===== src/rtl/rsc_pkg.sv =====
package rsc_pkg;
   function automatic int ceil_div(input int num, input int den);
      return (num + den - 1) / den;
   endfunction
endpackage


===== src/rtl/rsc_pulse.sv =====
module rsc_pulse #(
   parameter int LOW_CYCLES = 40
) (
   input  logic clk,
   input  logic rst_n,
   input  logic cmd_i,
   output logic busy_o
);
   localparam int CNT_W = $clog2(LOW_CYCLES + 1);

   logic [CNT_W-1:0] cnt_q;
   logic             busy_q;

   always_ff @(posedge clk or negedge rst_n) begin
      if (!rst_n) begin
         busy_q <= 1'b0;
         cnt_q  <= '0;
      end else if (!busy_q) begin
         if (cmd_i) begin
            busy_q <= 1'b1;
            cnt_q  <= CNT_W'(LOW_CYCLES - 1);
         end
      end else if (cnt_q == '0) begin
         busy_q <= 1'b0;
      end else begin
         cnt_q <= cnt_q - 1'b1;
      end
   end

   assign busy_o = busy_q;

   logic [CNT_W:0] mon_len_q;
   always_ff @(posedge clk or negedge rst_n) begin
      if (!rst_n)      mon_len_q <= '0;
      else if (busy_q) mon_len_q <= mon_len_q + 1'b1;
      else             mon_len_q <= '0;
   end


   pulse_len_chk: assert property (@(posedge clk) disable iff (!rst_n)
      $fell(busy_q) |-> mon_len_q == (CNT_W+1)'(LOW_CYCLES));


   late_cmd_chk: assert property (@(posedge clk) disable iff (!rst_n)
      (busy_q && cnt_q == '0 && cmd_i) |=> !busy_q);
endmodule


===== src/rtl/rsc_edge.sv =====
module rsc_edge #(
   parameter int STAGES = 2
) (
   input  logic clk,
   input  logic rst_n,
   input  logic line_i,
   output logic rise_o
);
   logic [STAGES-1:0] sh_q;
   logic              prev_q;

   generate
      if (STAGES == 1) begin : g_one
         always_ff @(posedge clk or negedge rst_n) begin
            if (!rst_n) sh_q <= '1;
            else        sh_q <= line_i;
         end
      end else begin : g_many
         always_ff @(posedge clk or negedge rst_n) begin
            if (!rst_n) sh_q <= '1;
            else        sh_q <= {sh_q[STAGES-2:0], line_i};
         end
      end
   endgenerate

   always_ff @(posedge clk or negedge rst_n) begin
      if (!rst_n) prev_q <= 1'b1;
      else        prev_q <= sh_q[STAGES-1];
   end

   assign rise_o = sh_q[STAGES-1] & ~prev_q;
endmodule


===== src/rtl/rsc_table.sv =====
module rsc_table #(
   parameter int NREV      = 4,
   parameter int SZ_W      = 2,
   parameter int CAP_UNITS = 4,
   parameter int REV_W     = $clog2(NREV),
   parameter int SUM_W     = $clog2(NREV * (2 ** SZ_W) + 1)
) (
   input  logic [NREV*SZ_W-1:0] tbl_i,
   input  logic [REV_W-1:0]     sel_i,
   output logic [SUM_W-1:0]     base_o,
   output logic                 ok_o
);
   logic [SUM_W-1:0] size_a [NREV];
   logic [SUM_W-1:0] base_a [NREV];

   generate
      for (genvar g = 0; g < NREV; g++) begin : g_rev
         assign size_a[g] = SUM_W'(tbl_i[g*SZ_W +: SZ_W]) + SUM_W'(1);
         if (g == 0) begin : g_first
            assign base_a[g] = '0;
         end else begin : g_next
            assign base_a[g] = base_a[g-1] + size_a[g-1];
         end
      end
   endgenerate

   assign base_o = base_a[sel_i];
   assign ok_o   = (base_a[sel_i] + size_a[sel_i]) <= SUM_W'(CAP_UNITS);
endmodule


===== src/rtl/rev_sel_ctrl.sv =====
module rev_sel_ctrl #(
   parameter int NREV        = 4,
   parameter int SZ_W        = 2,
   parameter int CAP_UNITS   = 4,
   parameter int CLK_NS      = 10,
   parameter int PULSE_NS    = 400,
   parameter int SYNC_STAGES = 2,
   localparam int REV_W      = $clog2(NREV),
   localparam int BASE_W     = $clog2(CAP_UNITS)
) (
   input  logic                 clk,
   input  logic                 rst_n,
   input  logic                 cfg_cmd_i,
   input  logic                 clr_line_i,
   output logic                 clr_drive_o,
   input  logic                 rev_en_i,
   input  logic                 use_int_i,
   input  logic [REV_W-1:0]     ext_sel_i,
   input  logic [REV_W-1:0]     int_sel_i,
   input  logic [NREV*SZ_W-1:0] size_tbl_i,
   output logic                 start_o,
   output logic [BASE_W-1:0]    base_o,
   output logic                 sel_err_o
);
   localparam int LOW_CYCLES = rsc_pkg::ceil_div(PULSE_NS, CLK_NS);
   localparam int SUM_W      = $clog2(NREV * (2 ** SZ_W) + 1);

   generate
      if (LOW_CYCLES * CLK_NS < 300 || LOW_CYCLES * CLK_NS > 500) begin : g_bad_pulse
         $error("clear pulse length outside 300..500 ns");
      end
      if (CAP_UNITS < 2 || SYNC_STAGES < 1 || NREV < 2) begin : g_bad_size
         $error("unsupported capacity, revision count or sync depth");
      end
   endgenerate

   logic                 busy;
   logic                 line_eff;
   logic                 rise;
   logic                 por_pend_q;
   logic [NREV*SZ_W-1:0] tbl_q;
   logic [REV_W-1:0]     sel_idx;
   logic [SUM_W-1:0]     base_sum;
   logic                 sel_ok;
   logic                 latch_ev;

   rsc_pulse #(.LOW_CYCLES(LOW_CYCLES)) u_pulse (
      .clk    (clk),
      .rst_n  (rst_n),
      .cmd_i  (cfg_cmd_i),
      .busy_o (busy)
   );

   assign clr_drive_o = busy;
   assign line_eff    = rev_en_i ? clr_line_i : ~busy;

   rsc_edge #(.STAGES(SYNC_STAGES)) u_edge (
      .clk    (clk),
      .rst_n  (rst_n),
      .line_i (line_eff),
      .rise_o (rise)
   );

   always_ff @(posedge clk) begin
      if (!rst_n) tbl_q <= size_tbl_i;
   end

   assign sel_idx = !rev_en_i ? '0 : (use_int_i ? int_sel_i : ext_sel_i);

   rsc_table #(.NREV(NREV), .SZ_W(SZ_W), .CAP_UNITS(CAP_UNITS)) u_table (
      .tbl_i  (tbl_q),
      .sel_i  (sel_idx),
      .base_o (base_sum),
      .ok_o   (sel_ok)
   );

   assign latch_ev = rise | por_pend_q;

   always_ff @(posedge clk or negedge rst_n) begin
      if (!rst_n) begin
         por_pend_q <= 1'b1;
         start_o    <= 1'b0;
         base_o     <= '0;
         sel_err_o  <= 1'b0;
      end else begin
         por_pend_q <= 1'b0;
         start_o    <= latch_ev;
         if (latch_ev) begin
            if (sel_ok) begin
               base_o <= base_sum[BASE_W-1:0];
            end else begin
               base_o    <= '0;
               sel_err_o <= 1'b1;
            end
         end
      end
   end


   single_start_chk: assert property (@(posedge clk) disable iff (!rst_n)
      start_o |=> !start_o);


   err_sticky_chk: assert property (@(posedge clk) disable iff (!rst_n)
      sel_err_o |=> sel_err_o);


   err_fallback_chk: assert property (@(posedge clk) disable iff (!rst_n)
      $rose(sel_err_o) |-> (start_o && base_o == '0));


   base_hold_chk: assert property (@(posedge clk) disable iff (!rst_n)
      !start_o |-> $stable(base_o));
endmodule


===== config.mk =====
export PLATFORM = sky130hd
export DESIGN_NAME = rev_sel_ctrl
export DESIGN_NICKNAME = d
export VERILOG_FILES = /design/src/rtl/rsc_pkg.sv /design/src/rtl/rsc_pulse.sv /design/src/rtl/rsc_edge.sv /design/src/rtl/rsc_table.sv /design/src/rtl/rev_sel_ctrl.sv
export SDC_FILE = /design/constraint.sdc
export NUM_CORES = 1
export LEC_CHECK = 0
export CAP_MARGIN = 20
export CORE_MARGIN = 2
export CORE_UTILIZATION = 53
export DETAILED_ROUTE_END_ITERATION = 6
export GPL_TIMING_DRIVEN = 0
export PLACE_DENSITY = 0.79
export SETUP_SLACK_MARGIN = 0.5
export SKIP_CTS_REPAIR_TIMING = 1
export SLEW_MARGIN = 20
export SYNTH_ARGS = -nofsm -noshare
export SYNTH_HDL_FRONTEND = slang
export SYNTH_SLANG_ARGS = --single-unit

===== constraint.sdc =====
create_clock -name clk -period 4.18 [get_ports clk]
set_input_delay 0.627 -clock clk [delete_from_list [all_inputs] [get_ports clk]]
set_output_delay 0.627 -clock clk [all_outputs]
set_load 0.01 [all_outputs]

# After elaboration in Yosys (flattened, before gate mapping)

Index checks and enable logic that the tools add are counted.

Add/sub/neg operators: 8
Reductions and logical operators: 4
Muxes and demuxes: 16
Bitwise operators: 6
Equality and inequality tests: 1
Order comparisons: 2

Operators by type and width:

| operator              | number |
|---|---|
| $bmux W5 S2           | 2 |
| $mux W5               | 4 |
| $mux W6               | 3 |
| $add A5 B5 Y5         | 3 |
| $add A2 B1 Y3 const B | 4 |
| $logic_not A6 Y1      | 1 |
| $mux W2               | 3 |
| $sub A6 B1 Y6 const B | 1 |
| $le A5 B3 Y1 const B  | 1 |
| $mux W1               | 4 |
| $reduce_and A2 Y1     | 2 |
| $ge A3 B3 Y1 const B  | 1 |
| $not A1 Y1            | 3 |
| $not A2 Y3            | 1 |
| $ne A2 B2 Y1 const B  | 1 |
| $reduce_bool A2 Y1    | 1 |
| $and A1 B1 Y1         | 1 |
| $or A1 B1 Y1          | 1 |

Register bits after elaboration: 23

# Depth between registers and ports, before layout

Depth after elaboration: 10
Gate-level depth with buffers: 15

# Modules after synthesis

A second synthesis with hierarchy kept.

Cells, all modules: 147
Area, all modules: 1566.5 sq um

Modules (own cells, without submodules):

| module       | area an instance (sq um) | cells each | instances |
|---|---|---|---|
| rsc_table    | 568.0                    | 67         | 1 |
| rev_sel_ctrl | 467.9                    | 30         | 1 |
| rsc_pulse    | 437.9                    | 46         | 1 |
| rsc_edge     | 92.6                     | 4          | 1 |

# Worst setup path after synthesis

Ideal clock, no wire load.

Path kind: register to register
From: reg tbl_q[0]
To: reg sel_err_o
Clock period less this slack: 3.605 ns
Path buffers: 0
Required time: 4.054 ns
Stages on the path, launching flop included: 11
Arrival: 3.479 ns
Setup time: 0.126 ns
Setup slack: 0.575 ns
Cells stage by stage: edfxtp_1 ha_1 fa_1 fa_1 nand4_1 o311ai_2 fa_1 nor4bb_1 o21ai_0 mux2_1 a221o_1

Cells in the longest elaborated chain, start to end: 10

Ends and longest elaborated chain:

| element                       | line               | source |
|---|---|---|
| from (decl)                   | rev_sel_ctrl.sv:41 | `logic [NREV*SZ_W-1:0] tbl_q;` |
| from (signal assigned)        | rev_sel_ctrl.sv:65 | `if (!rst_n) tbl_q <= size_tbl_i;` |
| $add A2 B1 Y3 *               | rsc_table.sv:18    | `assign size_a[g] = SUM_W'(tbl_i[g*SZ_W +: SZ_W]) + SUM_W'(1);` |
| $add A5 B5 Y5 (2 in a row)    | rsc_table.sv:22    | `assign base_a[g] = base_a[g-1] + size_a[g-1];` |
| $bmux W5 S2                   | rsc_table.sv:28    | `assign ok_o = (base_a[sel_i] + size_a[sel_i]) <= SUM_W'(CAP_UNITS);` |
| $mux W5 (2 in a row)          | --                 |  |
| $add A5 B5 Y5 *               | rsc_table.sv:28    |  |
| $le A5 B3 Y1 *                | rsc_table.sv:28    |  |
| $not A1 Y1 (no line) *        | --                 |  |
| $reduce_and A2 Y1 (no line) * | --                 |  |
| to (signal assigned)          | rev_sel_ctrl.sv:84 | `sel_err_o <= 1'b0;` |
| to (signal assigned)          | rev_sel_ctrl.sv:93 | `sel_err_o <= 1'b1;` |
| to (decl)                     | rev_sel_ctrl.sv:23 | `output logic sel_err_o` |

Mark *: on every way between the ends. The rest lies on a longest branch, timed or not. The select of a mux whose other input is x is not followed.
A chain may end at the register's enable or synchronous reset.

# Final worst setup path

From: reg tbl_q[2]
To: reg sel_err_o

Same word-level chain as after synthesis.

==> qor.yml <==
cts.sinks: 23
syn_area_sq_um: 1500
synth-compound-area-share_pct: 16.5
finalSetupTns_ns: 0
ys_seq_elements: 23
synthToLayoutAreaGrowth_pct: 24.1
syn_nets: 167
first_global_vias: 1185
die_x_um: 57.2
routabilityCongestion: 0.807
outcome: "finished clean"
nets: 197
grt_pass1_wl_um: 4870
cts_tree: "yes"
crit_path_start_kind: "register"
powerDensity_nw_per_um2: 307
synth_top_family_by_area: "compound AO/OA/AOI/OAI gates"
min-delay-start: "u_edge.sh_q[0]"
diodes: 0
viasPerCell: 5.92
path_max_fanout: 4
tightest_slew_ns: 0.679
synth-edff-count: 8
regToRegSetupSlack_ns: 0.59
critPathArrivalTime_ns: 3.79
synthAdderAreaFrac_pct: 15.7
netlist.area_leader.share_pct: 18.3
final_cell_mix: "clkdlybuf4s50_1, o21ai_0, inv_1, ha_1, dfrtp_1"
core_sq_um: 2730
dieArea_sq_um: 3280
r2r-start: "tbl_q[2]"
yosysTopAreaCell: "dfrtp_1"
fin_ws_ns: 0.588
rr_worst_depth: 10
cap_violations: 0
end_kind: "register"
dr.pass1.iters: 4
ys_top_cells_by_area: "dfrtp_1, edfxtp_1, ha_1"
vias: 1137
numCtsBuffers: 3
clock_skew_ns: 0.00529
grt_overflow: 0
final.min_clock_period_ns: 3.59
synth_mux_area_share_pct: 8.33
post_drt_wl_per_cell_um: 14.8
slew_violations: 0
die_height_um: 57.2
rsz0062_at_grt: "no"
peakVddDrop_mv: 0.285
postSynthCellCount: 132
yosys.area_share.simple_pct: 11.5
ant_nets: 0
synth_top_flop_cell: "dfrtp_1"
drc: 0
critPathKind: "reg2reg"
total_power_uw: 573
dp.final_hpwl_um: 2270
grt_max_degree: 17
clk_pin_slew_ns: 0.11
antenna_found_initial: 0
yosysWarnings: 0
hold_violations: 0
hold_depth: 0
synth-xor-area-share_pct: 2.91
ys_seq_area_share_pct: 41.3
critPathRequiredTime_ns: 4.38
synth_area_per_cell_sq_um: 11.4
finalCritPeriodShare_pct: 85.9
portBuffers: 22
relSlewSlack_pct: 54.6
leakagePower_uw: 0.000785
setup_viol: 0
dp_slack_ns: 0.110
async_flop_share_pct: 65.2
holdPathEnd: "u_edge.sh_q[1]"
ys_types: 43
drive_gt1_share_pct: 19.9
layout_commonest_cell: "clkdlybuf4s50_1"
wl_um: 2850
ios: 23
cts_root_buf: "clkbuf_4"
track_usage_pct: 19.0
h-tree-depth: 1
drtIter0Drc: 33
r2r-end: "sel_err_o"
clock_latency_ns: 0.30
rows: 19
max_freq_ghz: 0.278
initial_core_util_pct: 55.0
hold_class: "reg2reg"
cts.path.max_buffers: 2
-- worst max path at each step --
stage                   start  depth (start not counted)         to
floorplan            tbl_q[0]                         10  sel_err_o
global placement    use_int_i                         12  sel_err_o
detailed placement  use_int_i                         12  sel_err_o
CTS                  tbl_q[0]                         10  sel_err_o
global route         tbl_q[2]                         11  sel_err_o
finish               tbl_q[2]                         10  sel_err_o
-- flip-flops by register name, indices dropped and copies added (netlist names) --
register / flops
u_edge.prev_q: 1
start_o: 1
u_pulse.busy_o: 1
tbl_q: 8
u_pulse.cnt_q: 6
base_o: 2
sel_err_o: 1
por_pend_q: 1
u_edge.sh_q: 2
-- critical path, stage by stage, from the launching register on --
cell	delay (ns)
edfxtp_1	0.47
ha_4	0.29
fa_2	0.62
fa_2	0.43
nand4_1	0.14
o311ai_4	0.15
fa_2	0.42
nor4bb_1	0.25
o21ai_0	0.12
mux2_2	0.30
a221o_1	0.29
-- report_power, final --
group	switching [uW]	leakage (uW)	internal [uW]
sequential	7.89	0.000245	249
clock	57.9	0.0000150	37.2
combinational	110	0.000525	111
total	176	0.000785	397
-- final cells by class --
class                      count  area (sq um)
multi-input combinational     95           880
fill                         195           868
sequential                    23           621
timing repair buffer          25           245
inverter                      12          45.0
tap                           31          38.8
clock buffer                   4          26.3
buffer                         2          10.0
-- cell usage after synthesis (all sizes together), types with 2 or more instances --
cell type	n
nor2	5
o31ai	2
inv	12
o21ai	12
a21oi	5
a21o	3
fa	3
ha	14
and3	2
nor4	2
nand3	2
edfxtp	8
mux4	3
o211ai	3
a32oi	2
nand4	2
xnor2	4
dfstp	4
nand2	9
dfrtp	11
o311ai	2
mux2	3
mux2i	2
-- metal layers --
metal,global-route usage (%),wire length (um)
met2,35.0,1510
met1,22.7,1190
met4,4.32,49
met3,4.08,100
met5,0,0
-- per-stage QoR --
stage                     area (sq um)  util, %  instances  hold WS, ns
final                             1870     68.2        192        0.366
after global routing              1870     68.2        192        0.372
after CTS                         1790     65.4        189        0.369
after detailed placement          1760     64.4        185        0.352
after global placement            1760     64.4        185        0.346
after floorplan                   1500        -        132        0.331
-- cell families (layout without fill, tap and decap cells) --
| family | Yosys count | in the layout |
|---|---|---|
| compound gates | 34 | 34 |
| fa+ha+maj | 17 | 17 |
| mux | 8 | 8 |
| buf+inv | 14 | 43 |
| flops | 23 | 23 |
| other cells | 1 | 1 |
| simple gates | 30 | 30 |
| xor+xnor | 5 | 5 |
Note: power is estimated with default switching activity, not from simulation.
